### config.mk
export PLATFORM = sky130hd
export DESIGN_NAME = thermo_post_div
export DESIGN_NICKNAME = d
export VERILOG_FILES = /design/src/rtl/pdiv_pkg.sv /design/src/rtl/pdiv_thermo_dec.sv /design/src/rtl/pdiv_period_ctr.sv /design/src/rtl/pdiv_clk_sel.sv /design/src/rtl/thermo_post_div.sv
export SDC_FILE = /design/constraint.sdc
export NUM_CORES = 1
export LEC_CHECK = 0
export BUFFER_PORTS_ARGS = -buffer_cell sky130_fd_sc_hd__buf_2
export CAP_MARGIN = 20
export CORE_UTILIZATION = 43
export DETAILED_ROUTE_END_ITERATION = 8
export PLACE_DENSITY = 0.88
export SYNTH_ARGS = -nofsm -noshare
export SYNTH_HDL_FRONTEND = slang
export SYNTH_HIERARCHICAL = 1
export SYNTH_SLANG_ARGS = --single-unit
### constraint.sdc
create_clock -name clk_i -period 3.9 [get_ports clk_i]
set_input_delay 0.195 -clock clk_i [delete_from_list [all_inputs] [get_ports clk_i]]
set_output_delay 0.195 -clock clk_i [all_outputs]
set_load 0.1 [all_outputs]
### src/rtl/pdiv_pkg.sv
`timescale 1ns/1ps
package pdiv_pkg;

  // code bit i is set when 2^i is below the request (ceil to power of two, minus one)
  function automatic logic [7:0] ratio_to_code(input int unsigned req, input int unsigned code_w);
    logic [7:0] code;
    code = '0;
    for (int i = 0; i < 8; i++) begin
      if (i < code_w && (32'd1 << i) < req) code[i] = 1'b1;
    end
    return code;
  endfunction

  function automatic int unsigned top_set_pos(input logic [7:0] code, input int unsigned code_w);
    int unsigned pos;
    pos = 0;
    for (int i = 0; i < 8; i++) begin
      if (i < code_w && code[i]) pos = i + 1;
    end
    return pos;
  endfunction

endpackage

### src/rtl/pdiv_thermo_dec.sv
`timescale 1ns/1ps
module pdiv_thermo_dec #(
  parameter int CODE_W  = 4,
  parameter int SHIFT_W = $clog2(CODE_W + 1)
) (
  input  logic [CODE_W-1:0]  code_i,
  output logic [SHIFT_W-1:0] shift_o
);
  import pdiv_pkg::*;

  logic [7:0] code_ext;

  always_comb begin
    code_ext = '0;
    code_ext[CODE_W-1:0] = code_i;
    shift_o = SHIFT_W'(top_set_pos(code_ext, CODE_W));
  end

endmodule

### src/rtl/pdiv_period_ctr.sv
`timescale 1ns/1ps
module pdiv_period_ctr #(
  parameter int CODE_W  = 4,
  parameter int SHIFT_W = $clog2(CODE_W + 1)
) (
  input  logic               clk_i,
  input  logic               rst_ni,
  input  logic [SHIFT_W-1:0] shift_new_i,
  output logic [SHIFT_W-1:0] shift_o,
  output logic [CODE_W-1:0]  cnt_o,
  output logic               div_o,
  output logic               bypass_o
);
  localparam int CNT_W = CODE_W;
  localparam int SPAN_W = CNT_W + 1;

  logic [SHIFT_W-1:0] shift_q;
  logic [CNT_W-1:0]   cnt_q, cnt_inc;
  logic               div_q;
  logic [SPAN_W-1:0]  span, last, half;
  logic               wrap;

  assign span    = SPAN_W'(1) << shift_q;
  assign last    = span - SPAN_W'(1);
  assign half    = span >> 1;
  assign cnt_inc = cnt_q + CNT_W'(1);
  assign wrap    = ({1'b0, cnt_q} == last);

  // a new ratio is loaded only where the running period ends
  always_ff @(posedge clk_i or negedge rst_ni) begin
    if (!rst_ni) begin
      shift_q <= '0;
      cnt_q   <= '0;
      div_q   <= 1'b1;
    end else if (wrap) begin
      shift_q <= shift_new_i;
      cnt_q   <= '0;
      div_q   <= 1'b1;
    end else begin
      cnt_q   <= cnt_inc;
      div_q   <= ({1'b0, cnt_inc} < half);
    end
  end

  assign shift_o  = shift_q;
  assign cnt_o    = cnt_q;
  assign div_o    = div_q;
  assign bypass_o = (shift_q == '0);

endmodule

### src/rtl/pdiv_clk_sel.sv
`timescale 1ns/1ps
module pdiv_clk_sel (
  input  logic clk_i,
  input  logic div_i,
  input  logic bypass_i,
  output logic clk_o
);
  // select flips only on a rising clk_i edge at which both legs are high afterwards
  assign clk_o = bypass_i ? clk_i : div_i;

endmodule

### src/rtl/thermo_post_div.sv
`timescale 1ns/1ps
module thermo_post_div #(
  parameter int CTRL_W    = 32,
  parameter int FIELD_LSB = 8,
  parameter int CODE_W    = 4
) (
  input  logic              clk_i,
  input  logic              rst_ni,
  input  logic [CTRL_W-1:0] ctrl_i,
  output logic              clk_o,
  output logic [CODE_W:0]   ratio_o
);
  localparam int SHIFT_W = $clog2(CODE_W + 1);
  localparam int RATIO_W = CODE_W + 1;

  logic [CODE_W-1:0]  code_w;
  logic [SHIFT_W-1:0] shift_new_w, shift_w;
  logic [CODE_W-1:0]  cnt_w;
  logic               div_w, bypass_w;
  logic               unused_ctrl;

  assign code_w      = ctrl_i[FIELD_LSB +: CODE_W];
  assign unused_ctrl = ^ctrl_i;

  pdiv_thermo_dec #(.CODE_W(CODE_W), .SHIFT_W(SHIFT_W)) u_dec (
    .code_i (code_w),
    .shift_o(shift_new_w)
  );

  pdiv_period_ctr #(.CODE_W(CODE_W), .SHIFT_W(SHIFT_W)) u_ctr (
    .clk_i      (clk_i),
    .rst_ni     (rst_ni),
    .shift_new_i(shift_new_w),
    .shift_o    (shift_w),
    .cnt_o      (cnt_w),
    .div_o      (div_w),
    .bypass_o   (bypass_w)
  );

  pdiv_clk_sel u_sel (
    .clk_i   (clk_i),
    .div_i   (div_w),
    .bypass_i(bypass_w),
    .clk_o   (clk_o)
  );

  assign ratio_o = RATIO_W'(1) << shift_w;

endmodule

Word level (Yosys, flattened, before mapping)
Cells that the tools add are included.
{ "word_totals": {"ff_bits": 8, "input_bits": 34, "out_inout_bits": 6, "word_cells": 16} }
{ "op_classes": {"n_addsub": 2, "magnitude_cmp": 1, "n_eq_ne": 1, "n_shift": 1, "mux": 7, "n_reduce_logical": 1} }
{ "ops": {"columns": ["operator", "count"], "rows": [
  ["two-way mux 3 bit", 3],
  ["equality test 4 x 5 -> 1 bit", 1],
  ["<< shifter 1 x 3 -> 5 bit, first input constant", 1],
  ["subtractor 5 x 1 -> 5 bit, second input constant", 1],
  ["adder 4 x 1 -> 4 bit, second input constant", 1],
  ["< comparator 4 bit", 1],
  ["two-way mux 4 bit", 1],
  ["zero test 3 bit", 1],
  ["two-way mux 1 bit", 3]
]} }

Longest topological paths before layout
{ "logic_depth": {"ltp_word": 4, "ltp_mapped": 6} }

Modules after synthesis
Netlist, hierarchy kept.
{ "modules_own_cells": {"columns": ["mod", "n_inst", "cells_each", "area_each_um2", "seq_area_each_um2"], "rows": [
  ["pdiv_period_ctr", 1, 43, 504.2, 201.4],
  ["thermo_post_div", 1, 5, 37.5, 0.0],
  ["pdiv_thermo_dec", 1, 6, 33.8, 0.0],
  ["pdiv_clk_sel", 1, 1, 15.0, 0.0]
]} }

==> flow_summary.toml <==
[drt]
drc_errors = 0
vias_per_cell = 5.49
wire_per_inst_um = 13.0
dr.pass1.iters = 3
vias = 461
drt_iter0_drc = 5
ant_nets = 0
routed_wl_mm = 1.09

[synth]
synth_edf_count = 0
syn-instance-count = 55
synthFlopType = "dfrtp_1"
synth_cell_types = 33
ys_seq_area_frac = 0.341
yosysWarnings = 6
synth.avg_cell_area_um2 = 10.7
synth_top_area_cell = "dfrtp_1"
post-synth-top-count-cell = "dfrtp_1"
synth_top_area_frac = 0.297
netlist_area_um2 = 591
synth-seq-cells = 8
yosys-top-cells-area = "dfrtp_1 (30%), ha_1 (8.5%), mux2_1 (5.7%), dfstp_2 (4.4%), nor3b_1 (3.8%)"
synthesis.nets = 93
synth_commonest_cells = "dfrtp_1 (7), ha_1 (4), and2_1 (3), mux2_1 (3), nor3b_1 (3)"
async_flop_share = 1.00

[power]
peakVddDrop_mv = 0.513
power_frac_comb = 0.512
seqPwrFrac = 0.254
p_int_mw = 0.398
pwr-share-clk = 0.234
leakagePower_nw = 0.311
power_switching_mw = 0.481
switching_share = 0.548
powerDensity_nw_per_um2 = 1270

[worst_setup_path]
critPathMaxFanout = 2
end_kind = "primary output"
required_ps = 3700
cp-start-kind = "clock port"
worstPathArrival_ps = 2720
setup.worst_path.class = "clk2out"

[die]
pin_count = 40
core_area_um2 = 1190
dieHeight_um = 39.1
fp.dieW_um = 39.1
initial_core_util = 0.498
rows = 12
die_area_um2 = 1530

[sta]
maxSlewViolCount = 0
skew_ps = 2.32
max_slew_margin = 0.679
rsz0062_at_grt = "no"
setup_viol = 0
tightestPinTransition_ps = 485
hold_viol = 0
setup_tns_ps = 0

[global_route]
grt_pass1_wl_mm = 1.75
overflow = 0
grt_max_degree = 17
grt_pass1_vias = 450
grt_antenna_before_repair = 0
grtUsageTotal = 0.188

[clock_network]
post_cts.repair.setup_buffers = 0
clkLatencyLatePin_ps = 360
cts_tree = "built"
clk_pin_slew_ps = 50
cts_resized = 0

[status]
status = "completed"

[finish]
final_area_um2 = 693
final_nets = 109
multiInputGateArea_um2 = 357
regArea_um2 = 201
drive_gt1_frac = 0.371
area_growth_pct = 17.4
layout.cells.non_filler = 84
fill_cells = 106
num_antenna_cells = 0

[placed_design]
place_inst = 76
placement.io_buffers = 11
gp_congestion = 0.729
placed_cell_area_um2 = 634
dp_hpwl_um = 720

[run]
maxCapViolCount = 0

[worst_hold_path]
hold_class = "in2reg"
[power by group through the flow]
stage          clock network (mW)  logic, mW  registers (mW)
5_1_grt                     0.219      0.490           0.235
3_3_place_gp               0.0929      0.432           0.217
2_1_floorplan              0.0873      0.428           0.175
3_5_place_dp               0.0929      0.447           0.224
4_1_cts                     0.213      0.450           0.222
6_report                    0.206      0.450           0.223
[per-layer routing]
layer / vias to the layer above / routed length [µm] / GRT usage
met5: - / 0 / 0
met4: 0 / 13 / 0.190
met3: 2 / 27 / 0.0578
met2: 8 / 540 / 0.308
met1: 220 / 511 / 0.178
li1: 231 / - / -
[final cells by class]
type                    instances  share of cell area
inverters                       1             0.00542
clock buffers                   8              0.0776
repair buffers                 11              0.0866
well taps                      14              0.0253
flip-flops and latches          8               0.291
multi-input cells              42               0.514
[registers in the layout, summed over array words and instances, names as in the netlist]
name,count
u_ctr/cnt_o,4
u_ctr/shift_o,3
u_ctr/div_o,1
[worst max-delay path, stage by stage]
cell and delay, ps:
clkbuf_4 110, clkbuf_4 120, mux2_4 250, buf_2 290
[timing repair]
| action | in CTS | in global routing |
|---|---|---|
| hold buffers | 1 | 0 |
| endpoints found under the setup margin | 0 | 0 |
| endpoints found under the hold margin | 8 | 0 |
[final timing paths]
check	start	end	slack [ps]	cells past startpoint
setup / recovery	clk_i	clk_o	990	4
hold / removal	ctrl_i[11]	u_ctr/shift_o[2]	90	2
setup reg to reg	u_ctr/shift_o[1]	u_ctr/div_o	1910	5
hold reg to reg	u_ctr/cnt_o[0]	u_ctr/cnt_o[0]	550	1
max in group asynchronous	rst_ni	u_ctr/div_o	3460	2
min in group asynchronous	rst_ni	u_ctr/cnt_o[2]	200	2
[placed cells by master (no fill, tap or decap), drive strengths merged]
cell type    Yosys  layout
a211o            1       1
a211oi           1       1
a21o             1       1
a21oi            2       2
and2             3       3
and3b            1       1
buf              4      11
clkbuf           0       7
dfrtp            7       7
dfstp            1       1
dlygate4sd3      0       1
ha               4       4
inv              1       1
mux2             4       4
nand2b           1       1
nand3            2       2
nand3b           1       1
nand4b           1       1
nand4bb          1       1
nor2             2       2
nor2b            1       1
nor3             2       2
nor3b            3       3
o211ai           2       2
o21ai            1       1
o41ai            1       1
or2              1       1
or3              1       1
or3b             2       2
xnor2            1       1
xor2             2       2
[logic make-up (layout without fill, tap and decap cells)]
family / Yosys count / in the layout / share of synthesized area
muxes: 4 / 4 / 0.0826
and+or+nand+nor: 22 / 22 / 0.252
buffers and inverters: 5 / 20 / 0.0551
AOI/OAI and AO/OA: 9 / 9 / 0.140
DFF: 8 / 8 / 0.341
xor gates and xnor gates: 3 / 3 / 0.0445
adders and majority gates: 4 / 4 / 0.0847
[stage by stage]
stage | hold WS [ps] | utilization | power (mW) | setup WS, ps
floorplan | -101 | - | 0.691 | 1060
global placement | 46.0 | 0.535 | 0.741 | 1230
detailed placement | 45.7 | 0.535 | 0.763 | 1230
CTS | 79.1 | 0.584 | 0.884 | 977
global route | 90.5 | 0.584 | 0.944 | 973
finish | 86.8 | 0.584 | 0.879 | 987
(Power assumes the default switching activity.)
